## config.mk

```make
export PLATFORM = sky130hd
export DESIGN_NAME = wdog_sup
export DESIGN_NICKNAME = d
export VERILOG_FILES = /design/src/rtl/wdog_pkg.sv /design/src/rtl/wdog_tap_sel.sv /design/src/rtl/wdog_ctr.sv /design/src/rtl/wdog_cause.sv /design/src/rtl/wdog_sup.sv
export SDC_FILE = /design/constraint.sdc
export NUM_CORES = 1
export LEC_CHECK = 0
export BUFFER_PORTS_ARGS = -buffer_cell sky130_fd_sc_hd__buf_2
export CORE_UTILIZATION = 40
export CTS_CLUSTER_DIAMETER = 80
export DETAILED_ROUTE_END_ITERATION = 10
export PLACE_DENSITY = 0.71
export SLEW_MARGIN = 5
export SYNTH_ARGS = -nofsm -noshare
export SYNTH_HDL_FRONTEND = slang
export SYNTH_SLANG_ARGS = --single-unit
```

## constraint.sdc

```tcl
create_clock -name clk_i -period 1.42 [get_ports clk_i]
set_input_delay 0.071 -clock clk_i [delete_from_list [all_inputs] [get_ports clk_i]]
set_output_delay 0.071 -clock clk_i [all_outputs]
set_load 0.005 [all_outputs]
```

## src/rtl/wdog_pkg.sv

```systemverilog
package wdog_pkg;

    typedef enum logic [1:0] {
        MD_RUN   = 2'd0,
        MD_SLEEP = 2'd1,
        MD_STOP  = 2'd2,
        MD_TIMER = 2'd3
    } pwr_mode_e;

    localparam int CAUSE_W   = 4;
    localparam int CZ_POR    = 0;
    localparam int CZ_WDOG   = 1;
    localparam int CZ_EXT    = 2;
    localparam int CZ_SW     = 3;

endpackage

```

## src/rtl/wdog_tap_sel.sv

```systemverilog
module wdog_tap_sel #(
    parameter int NTAP = 4,
    localparam int IW  = $clog2(NTAP)
) (
    input  logic [NTAP-1:0] carry_i,
    input  logic [IW-1:0]   tap_i,
    output logic            tick_o
);

    logic [NTAP-1:0] hit;

    for (genvar g = 0; g < NTAP; g++) begin : g_tap
        assign hit[g] = carry_i[g] && (tap_i == IW'(g));
    end

    assign tick_o = |hit;

endmodule

```

## src/rtl/wdog_ctr.sv

```systemverilog
module wdog_ctr
    import wdog_pkg::*;
#(
    parameter int NTAP = 4,
    parameter int CW   = 2,
    localparam int IW  = $clog2(NTAP),
    localparam logic [CW-1:0] LAST = CW'((1 << CW) - 2)
) (
    input  logic          clk_i,
    input  logic          por_ni,
    input  logic          kick_i,
    input  logic [IW-1:0] ivl_i,
    input  logic          tick_i,
    input  logic [1:0]    mode_i,
    input  logic          rst_ev_i,
    output logic [IW-1:0] tap_o,
    output logic          run_o,
    output logic [CW-1:0] cnt_o,
    output logic          req_next_o,
    output logic          req_o
);

    typedef struct packed {
        logic          run;
        logic [IW-1:0] tap;
        logic [CW-1:0] cnt;
        logic          req;
        pwr_mode_e     mode;
    } ctr_st_t;

    ctr_st_t st_d, st_q;
    pwr_mode_e mode_now;

    assign mode_now = pwr_mode_e'(mode_i);

    always_comb begin
        st_d      = st_q;
        st_d.req  = 1'b0;
        st_d.mode = mode_now;

        if (st_q.run && tick_i && mode_now != MD_TIMER) begin
            if (st_q.cnt == LAST) begin
                st_d.req = 1'b1;
                st_d.run = 1'b0;
                st_d.cnt = '0;
            end else begin
                st_d.cnt = st_q.cnt + 1'b1;
            end
        end

        if (mode_now != MD_RUN && mode_now != st_q.mode) begin
            st_d.cnt = '0;
        end
        if (mode_now == MD_TIMER) begin
            st_d.cnt = '0;
        end

        if (kick_i) begin
            if (!st_q.run) begin
                st_d.tap = ivl_i;
            end
            st_d.run = 1'b1;
            st_d.cnt = '0;
            st_d.req = 1'b0;
        end

        if (rst_ev_i) begin
            st_d.run = 1'b0;
            st_d.cnt = '0;
            st_d.req = 1'b0;
        end
    end

    always_ff @(posedge clk_i or negedge por_ni) begin
        if (!por_ni) begin
            st_q <= '{run: 1'b0, tap: '0, cnt: '0, req: 1'b0, mode: MD_RUN};
        end else begin
            st_q <= st_d;
        end
    end

    assign tap_o      = st_q.tap;
    assign run_o      = st_q.run;
    assign cnt_o      = st_q.cnt;
    assign req_o      = st_q.req;
    assign req_next_o = st_d.req;

endmodule

```

## src/rtl/wdog_cause.sv

```systemverilog
module wdog_cause
    import wdog_pkg::*;
(
    input  logic               clk_i,
    input  logic               por_ni,
    input  logic               wd_ev_i,
    input  logic               ext_ev_i,
    input  logic               sw_ev_i,
    input  logic               rd_en_i,
    output logic [CAUSE_W-1:0] cause_o
);

    typedef struct packed {
        logic [CAUSE_W-1:0] flags;
    } cause_st_t;

    cause_st_t st_d, st_q;
    logic      any_ev;

    assign any_ev = wd_ev_i || ext_ev_i || sw_ev_i;

    always_comb begin
        st_d = st_q;
        if (rd_en_i) begin
            st_d.flags = '0;
        end
        if (any_ev) begin
            st_d.flags          = '0;
            st_d.flags[CZ_WDOG] = wd_ev_i;
            st_d.flags[CZ_EXT]  = ext_ev_i;
            st_d.flags[CZ_SW]   = sw_ev_i;
        end
    end

    always_ff @(posedge clk_i or negedge por_ni) begin
        if (!por_ni) begin
            st_q.flags         <= '0;
            st_q.flags[CZ_POR] <= 1'b1;
        end else begin
            st_q <= st_d;
        end
    end

    assign cause_o = st_q.flags;

endmodule

```

## src/rtl/wdog_sup.sv

```systemverilog
module wdog_sup
    import wdog_pkg::*;
#(
    parameter int NTAP = 4,
    parameter int CW   = 2,
    localparam int IW  = $clog2(NTAP)
) (
    input  logic               clk_i,
    input  logic               por_ni,
    input  logic [NTAP-1:0]    carry_i,
    input  logic [1:0]         mode_i,
    input  logic               wr_en_i,
    input  logic               wr_kick_i,
    input  logic [IW-1:0]      wr_ivl_i,
    input  logic               rd_en_i,
    input  logic               ext_rst_i,
    input  logic               sw_rst_i,
    output logic               wdt_req_o,
    output logic [CAUSE_W-1:0] cause_o
);

    logic          kick;
    logic          tick;
    logic          req_next;
    logic [IW-1:0] tap_w;
    logic          run_w;
    logic [CW-1:0] cnt_w;

    assign kick = wr_en_i && !wr_kick_i;

    wdog_tap_sel #(.NTAP(NTAP)) u_tap (
        .carry_i (carry_i),
        .tap_i   (tap_w),
        .tick_o  (tick)
    );

    wdog_ctr #(.NTAP(NTAP), .CW(CW)) u_ctr (
        .clk_i      (clk_i),
        .por_ni     (por_ni),
        .kick_i     (kick),
        .ivl_i      (wr_ivl_i),
        .tick_i     (tick),
        .mode_i     (mode_i),
        .rst_ev_i   (ext_rst_i || sw_rst_i),
        .tap_o      (tap_w),
        .run_o      (run_w),
        .cnt_o      (cnt_w),
        .req_next_o (req_next),
        .req_o      (wdt_req_o)
    );

    wdog_cause u_cause (
        .clk_i    (clk_i),
        .por_ni   (por_ni),
        .wd_ev_i  (req_next),
        .ext_ev_i (ext_rst_i),
        .sw_ev_i  (sw_rst_i),
        .rd_en_i  (rd_en_i),
        .cause_o  (cause_o)
    );

endmodule

```

# --- After elaboration in Yosys (flattened, before gate mapping) ---
# Index checks and enable logic that the tools add are counted.
word_totals:
  register_bits: 12
op_classes:
  addsub: 1
  bitwise_logic: 1
  eq_ne: 7
  n_reduce_logical: 21
  muxes: 13
op_table:
  columns: ["op", "count"]
  rows:
  - ["2-bit == test, second input constant", 4]
  - ["1-bit logical AND", 8]
  - ["2-bit two-way mux", 4]
  - ["4-bit two-way mux", 2]
  - ["3-bit two-way mux", 2]
  - ["6-bit two-way mux", 1]
  - ["3-bit nonzero test", 2]
  - ["5-bit nonzero test", 1]
  - ["1-bit two-way mux", 4]
  - ["2-bit AND reduction", 2]
  - ["2-bit nonzero test", 2]
  - ["4-bit OR reduction", 1]
  - ["1-bit logical OR", 3]
  - ["2-bit by 1-bit adder with 2-bit output, second input constant", 1]
  - ["2-bit by 1-bit == test with 1-bit output, second input constant", 1]
  - ["2-bit zero test", 1]
  - ["2-bit inequality test", 1]
  - ["2-bit inequality test, second input constant", 1]
  - ["1-bit zero test", 1]
  - ["1-bit inverter", 1]

# --- Logic depth before layout (Yosys ltp) ---
logic_depth:
  ltp_word: 13
  ltp_mapped: 4
  mapped_depth_nobuf: 4

# --- By module ---
# A second synthesis with hierarchy kept.
hier_totals:
  cells_unflattened: 49
  hier_area_um2: 575.6
modules_own_cells:
  columns: ["module", "cells_per_inst", "seq_area_each_um2", "instances", "area_each_um2"]
  rows:
  - ["wdog_ctr", 33, 200.2, 1, 385.4]
  - ["wdog_cause", 13, 101.3, 1, 155.1]
  - ["wdog_tap_sel", 1, 0.0, 1, 22.5]
  - ["wdog_sup", 2, 0.0, 1, 12.5]

# --- Least setup slack after synthesis ---
# OpenSTA, ideal clock, no wires.
synth_path:
  kind: "flip-flop to flip-flop"
  start: "register u_ctr.st_q, in the netlist u_ctr.tap_o[0]"
  end: "register u_cause.st_q, in the netlist u_cause.cause_o[2]"
  stages_incl_launch_ff: 5
  t_arrival_ns: 1.348
  period_less_slack_ns: 1.468
  setup_slack_ns: -0.048
  path_cell_list: "dfrtp_1 > or2b_1 > o22a_1 > or3_4 > a31o_1"
synth_via:
  elab_chain_cells: 11
  word_cells_on_any_way: 18
  classes_between: "eq/ne (3); mux (4); reduce/logical (11)"
synth_rtl:
  columns: ["item", "line_no", "rtl"]
  rows:
  - ["from (decl)", "wdog_ctr.sv:31", "ctr_st_t st_d, st_q;"]
  - ["from (signal assigned)", "wdog_ctr.sv:76", "st_q <= '{run: 1'b0, tap: '0, cnt: '0, req: 1'b0, mode: MD_RUN};"]
  - ["from (signal assigned)", "wdog_ctr.sv:78", "st_q <= st_d;"]
  - ["2-bit by 1-bit == test with 1-bit output, or another cell as far along", "wdog_tap_sel.sv:13", "assign hit[g] = carry_i[g] && (tap_i == IW'(g));"]
  - ["1-bit logical AND", "wdog_tap_sel.sv:13", null]
  - ["4-bit OR reduction (*)", "wdog_tap_sel.sv:16", "assign tick_o = |hit;"]
  - ["1-bit logical AND (*) (2 in a row)", "wdog_ctr.sv:41", "if (st_q.run && tick_i && mode_now != MD_TIMER) begin"]
  - ["3-bit two-way mux (*)", "wdog_ctr.sv:41", null]
  - ["6-bit two-way mux (*)", "wdog_ctr.sv:58", "if (kick_i) begin"]
  - ["3-bit two-way mux (*)", "wdog_ctr.sv:67", "if (rst_ev_i) begin"]
  - ["1-bit logical OR (*) (2 in a row)", "wdog_cause.sv:20", "assign any_ev = wd_ev_i || ext_ev_i || sw_ev_i;"]
  - ["4-bit two-way mux or 2-bit nonzero test (tied branches)", null, null]
  - ["to (signal assigned)", "wdog_cause.sv:40", "st_q <= st_d;"]
  - ["to (decl)", "wdog_cause.sv:17", "cause_st_t st_d, st_q;"]
# Mark *: on every way between the ends. The rest lies on a longest branch, timed or not. The select of a mux whose other input is x is not followed.
# A chain may end at the register's enable or synchronous reset.

# --- Worst setup path in the final report ---
layout_path:
  start: "register u_ctr.st_q, in the netlist u_ctr.tap_o[0]"
  end: "register u_ctr.st_q, in the netlist u_ctr.cnt_o[1]"
layout_via:
  elab_chain_cells: 6
  word_cells_on_any_way: 12
  classes_between: "eq/ne (3); reduce/logical (9)"
layout_rtl:
  columns: ["item", "line_no"]
  rows:
  - ["2-bit by 1-bit == test with 1-bit output, or another cell as far along", "wdog_tap_sel.sv:13"]
  - ["1-bit logical AND", "wdog_tap_sel.sv:13"]
  - ["4-bit OR reduction (*)", "wdog_tap_sel.sv:16"]
  - ["1-bit logical AND (*) (2 in a row)", "wdog_ctr.sv:41"]
  - ["5-bit nonzero test (no line) (*)", null]
# Mark *: on every way between the ends. The rest lies on a longest branch, timed or not.

==> results by group <==
Status
  • Result of the run: finished with violations
  • Violations in the final reports: setup timing

Floorplanning
  • Overall die width: 38.5 um
  • Initial core utilization: 0.454
  • Die Ht: 38.5 um
  • Cell row count: 12
  • Area of the core: between 1000 and 1500 um2
  • Total Die Area: 1480 um2
  • IO Pins: 20

Drt
  • Post-route DRC: 0
  • Antenna-violating nets left: 0
  • Number of detailed-route iterations in the first pass: 3
  • Drt via density: 5.12
  • First-iteration detailed-routing DRC count: 5
  • Detailed-route wire length: ~1.1 mm
  • Wire length per cell after detailed routing: around 12 um
  • Vias after detailed routing: roughly 460

STA
  • Worst Max-Slew Pin Slew: 0.260 ns
  • Hold_ws: 0.0363 ns
  • Finish-stage setup viols: 6
  • Worst slew margin relative to its limit: 0.826
  • Final Hold Fails: 0
  • Fmax: 682 MHz
  • Final count of pins violating max slew: 0
  • Unrepaired setup endpoints after global routing: yes
  • Time the final worst path needs with I/O delays and setup: 1.47 ns
  • Final Worst Setup Slack: -0.0466 ns
  • Max Clock Skew: 0.00335 ns
  • Period utilisation layout: 1.03

Synth
  • Mean area per synthesized cell: 11.8 um2
  • Share of synthesized registers carrying an async set or reset: 1.00
  • Synth top cells by count: 11 x dfrtp_1, 4 x nand2b_1, 4 x nor2_1
  • Ys flop type: dfrtp_1
  • Number of synthesized register bits: 12
  • Number of enable flip-flop cells after synthesis: 0
  • Synthesized netlist cell count: 45
  • Synth Cell Area: 532 um2
  • Most frequently used cell type in the post-synthesis netlist: dfrtp_1
  • Sequential share of the synthesized area: 0.567
  • Yosys warns: 0
  • Proportion of netlist area held by the largest area contributor: 0.518
  • Cell accounting for the most synthesized area: dfrtp_1
  • Synth unique cells: 23
  • Post-synth net total: 60
  • Dominant cells by area after synthesis: dfrtp_1 52%, dfstp_2 4.9%, nand2b_1 4.7%

Critical path
  • Worst path buffer plus inverter count: 0
  • List of cells traversed by the critical path: or2b_1, o22a_1, or4b_1, a21oi_1
  • Critical path arrival: 1.66 ns
  • Largest delay share family, worst path: simple AND/OR/NAND/NOR gates
  • Top fanout value on the critical path: 4
  • Slowest cell on the critical path: or4b_1
  • Crit path required time: around 1.6 ns
  • Worst Path Class, Setup: reg -> reg
  • Delay of the slowest cell on the worst path: 0.47 ns
  • CP endpoint kind: register
  • Startpoint type of the worst setup path: register

Hold path
  • Type of the worst min-delay path: in -> reg

Place
  • Routability Congestion: 0.700
  • Half-perimeter wire length after detailed placement: just under 800 um
  • Total placed instance area: 659 um2
  • Count of input and output buffers: 19

Cells and area
  • Final Instance Area: 753 um2
  • Net total in the final layout: 92
  • Layout filler cell count: 94
  • Core Util, Final: 0.643
  • Fraction of final layout cells with drive strength greater than 1: 0.395
  • Area growth from synthesis to layout: 41.6%
  • Antenna cells: 0

Global route
  • Global-route wire length before repair: 1.82 mm
  • Pin count of the biggest net entering global routing: 13
  • Via count of the first global-routing pass: between 400 and 500
  • Number of antenna violations at the first check in global routing: 0
  • Combined global-route utilization of all metal layers: 0.183
  • Grt total ovfl: 0

CTS
  • # clock sinks: 12
  • Clock latency on the worst-skew pair: 0.26 ns
  • Root Buffer Master: clkbuf_4
  • Total CTS buffers: 3
  • CTS tree: done
  • Clock transition at the registers of the reported paths: around 0.080 ns
  • Cts repair resizes: 0
  • Maximum root-to-sink buffer count: 2
  • Number of levels the H-tree was split into: 1

Pwr
  • Largest vdd supply drop: 0.548 mV
  • Cell leakage power: roughly 0.00036 uW
  • Total power divided by cell area: 971 nW/um2

Run
  • MaxCap Viol Count: 0
[routing by layer]
layer,vias up,wire [um],global-route usage
met2,16,497,0.318
met4,0,0,0.0776
li1,225,-,-
met1,220,509,0.207
met3,0,57,0.0523
met5,-,0,0
[timing repair]
item	in CTS	in global routing
hold buffers	5	0
endpoints found under the hold margin	15	0
endpoints found under the setup margin	8	8
buffers inserted	1	0
cloned	0	0
pin swaps	3	1
[worst paths after layout]
check / from / endpoint / slack [ns] / cells past startpoint
min in group asynchronous: por_ni / u_ctr.cnt_o[1]$_DFFE_PN0P_ / 0.20 / 2
max reg2reg: u_ctr.tap_o[0]$_DFFE_PN0P_ / u_ctr.cnt_o[1]$_DFFE_PN0P_ / -0.05 / 4
min: wr_ivl_i[0] / u_ctr.tap_o[0]$_DFFE_PN0P_ / 0.04 / 2
max: u_ctr.tap_o[0]$_DFFE_PN0P_ / u_ctr.cnt_o[1]$_DFFE_PN0P_ / -0.05 / 4
min reg2reg: u_cause.cause_o[3]$_DFFE_PN0P_ / u_cause.cause_o[3]$_DFFE_PN0P_ / 0.51 / 1
max in group asynchronous: por_ni / u_cause.cause_o[0]$_DFFE_PN1P_ / 0.96 / 2
[area by class of cell]
class / count / area [um2] / area share
flip-flops and latches: 12 / 302 / 0.400
multi-input cells: 33 / 230 / 0.306
repair buffers: 27 / 168 / 0.223
clock buffers: 4 / 36.3 / 0.0482
well taps: 14 / 17.5 / 0.0233
[sequential cells by signal (all words and copies together) (netlist names)]
name	flops
u_cause.cause_o	4
u_ctr.cnt_o	2
u_ctr.tap_o	2
u_ctr.req_o	1
u_ctr.st_q	2
u_ctr.run_o	1
[cell usage in the layout (no fill, tap or decap), types with 3 or more instances in the layout]
master	count
a21oi_1	3
dlygate4sd3_1	5
dfrtp_1	11
clkbuf_4	3
buf_4	3
buf_2	19
nor2_1	4
nand2b_1	4
[cells by family after synthesis]
group / share of synthesized area
AND/OR/NAND/NOR: 0.228
flip-flops: 0.567
AO/OA/AOI/OAI: 0.125
multiplexers: 0.0800
[worst register-to-register path: cells and delay by family, from the launching register on]
family | cells | cell delay, ns
DFF | 1 | 0.39
AOI/OAI and AO/OA | 2 | 0.33
and+or+nand+nor | 2 | 0.69
[power by group]
group,internal [uW],switching (uW)
Sequential,359,11.6
Combinational,58.9,38.5
Clock,155,108
[through the flow]
stage               power [uW]  setup TNS, ns  worst slack [ns]  cells
global placement           454         -0.187           -0.0437     80
finish                     731         -0.174           -0.0466     90
CTS                        742         -0.218           -0.0517     90
global route               773         -0.579            -0.117     90
detailed placement         458         -0.364           -0.0719     80
floorplan                  413       -0.00673          -0.00673     45
(Power assumes the default switching activity.)
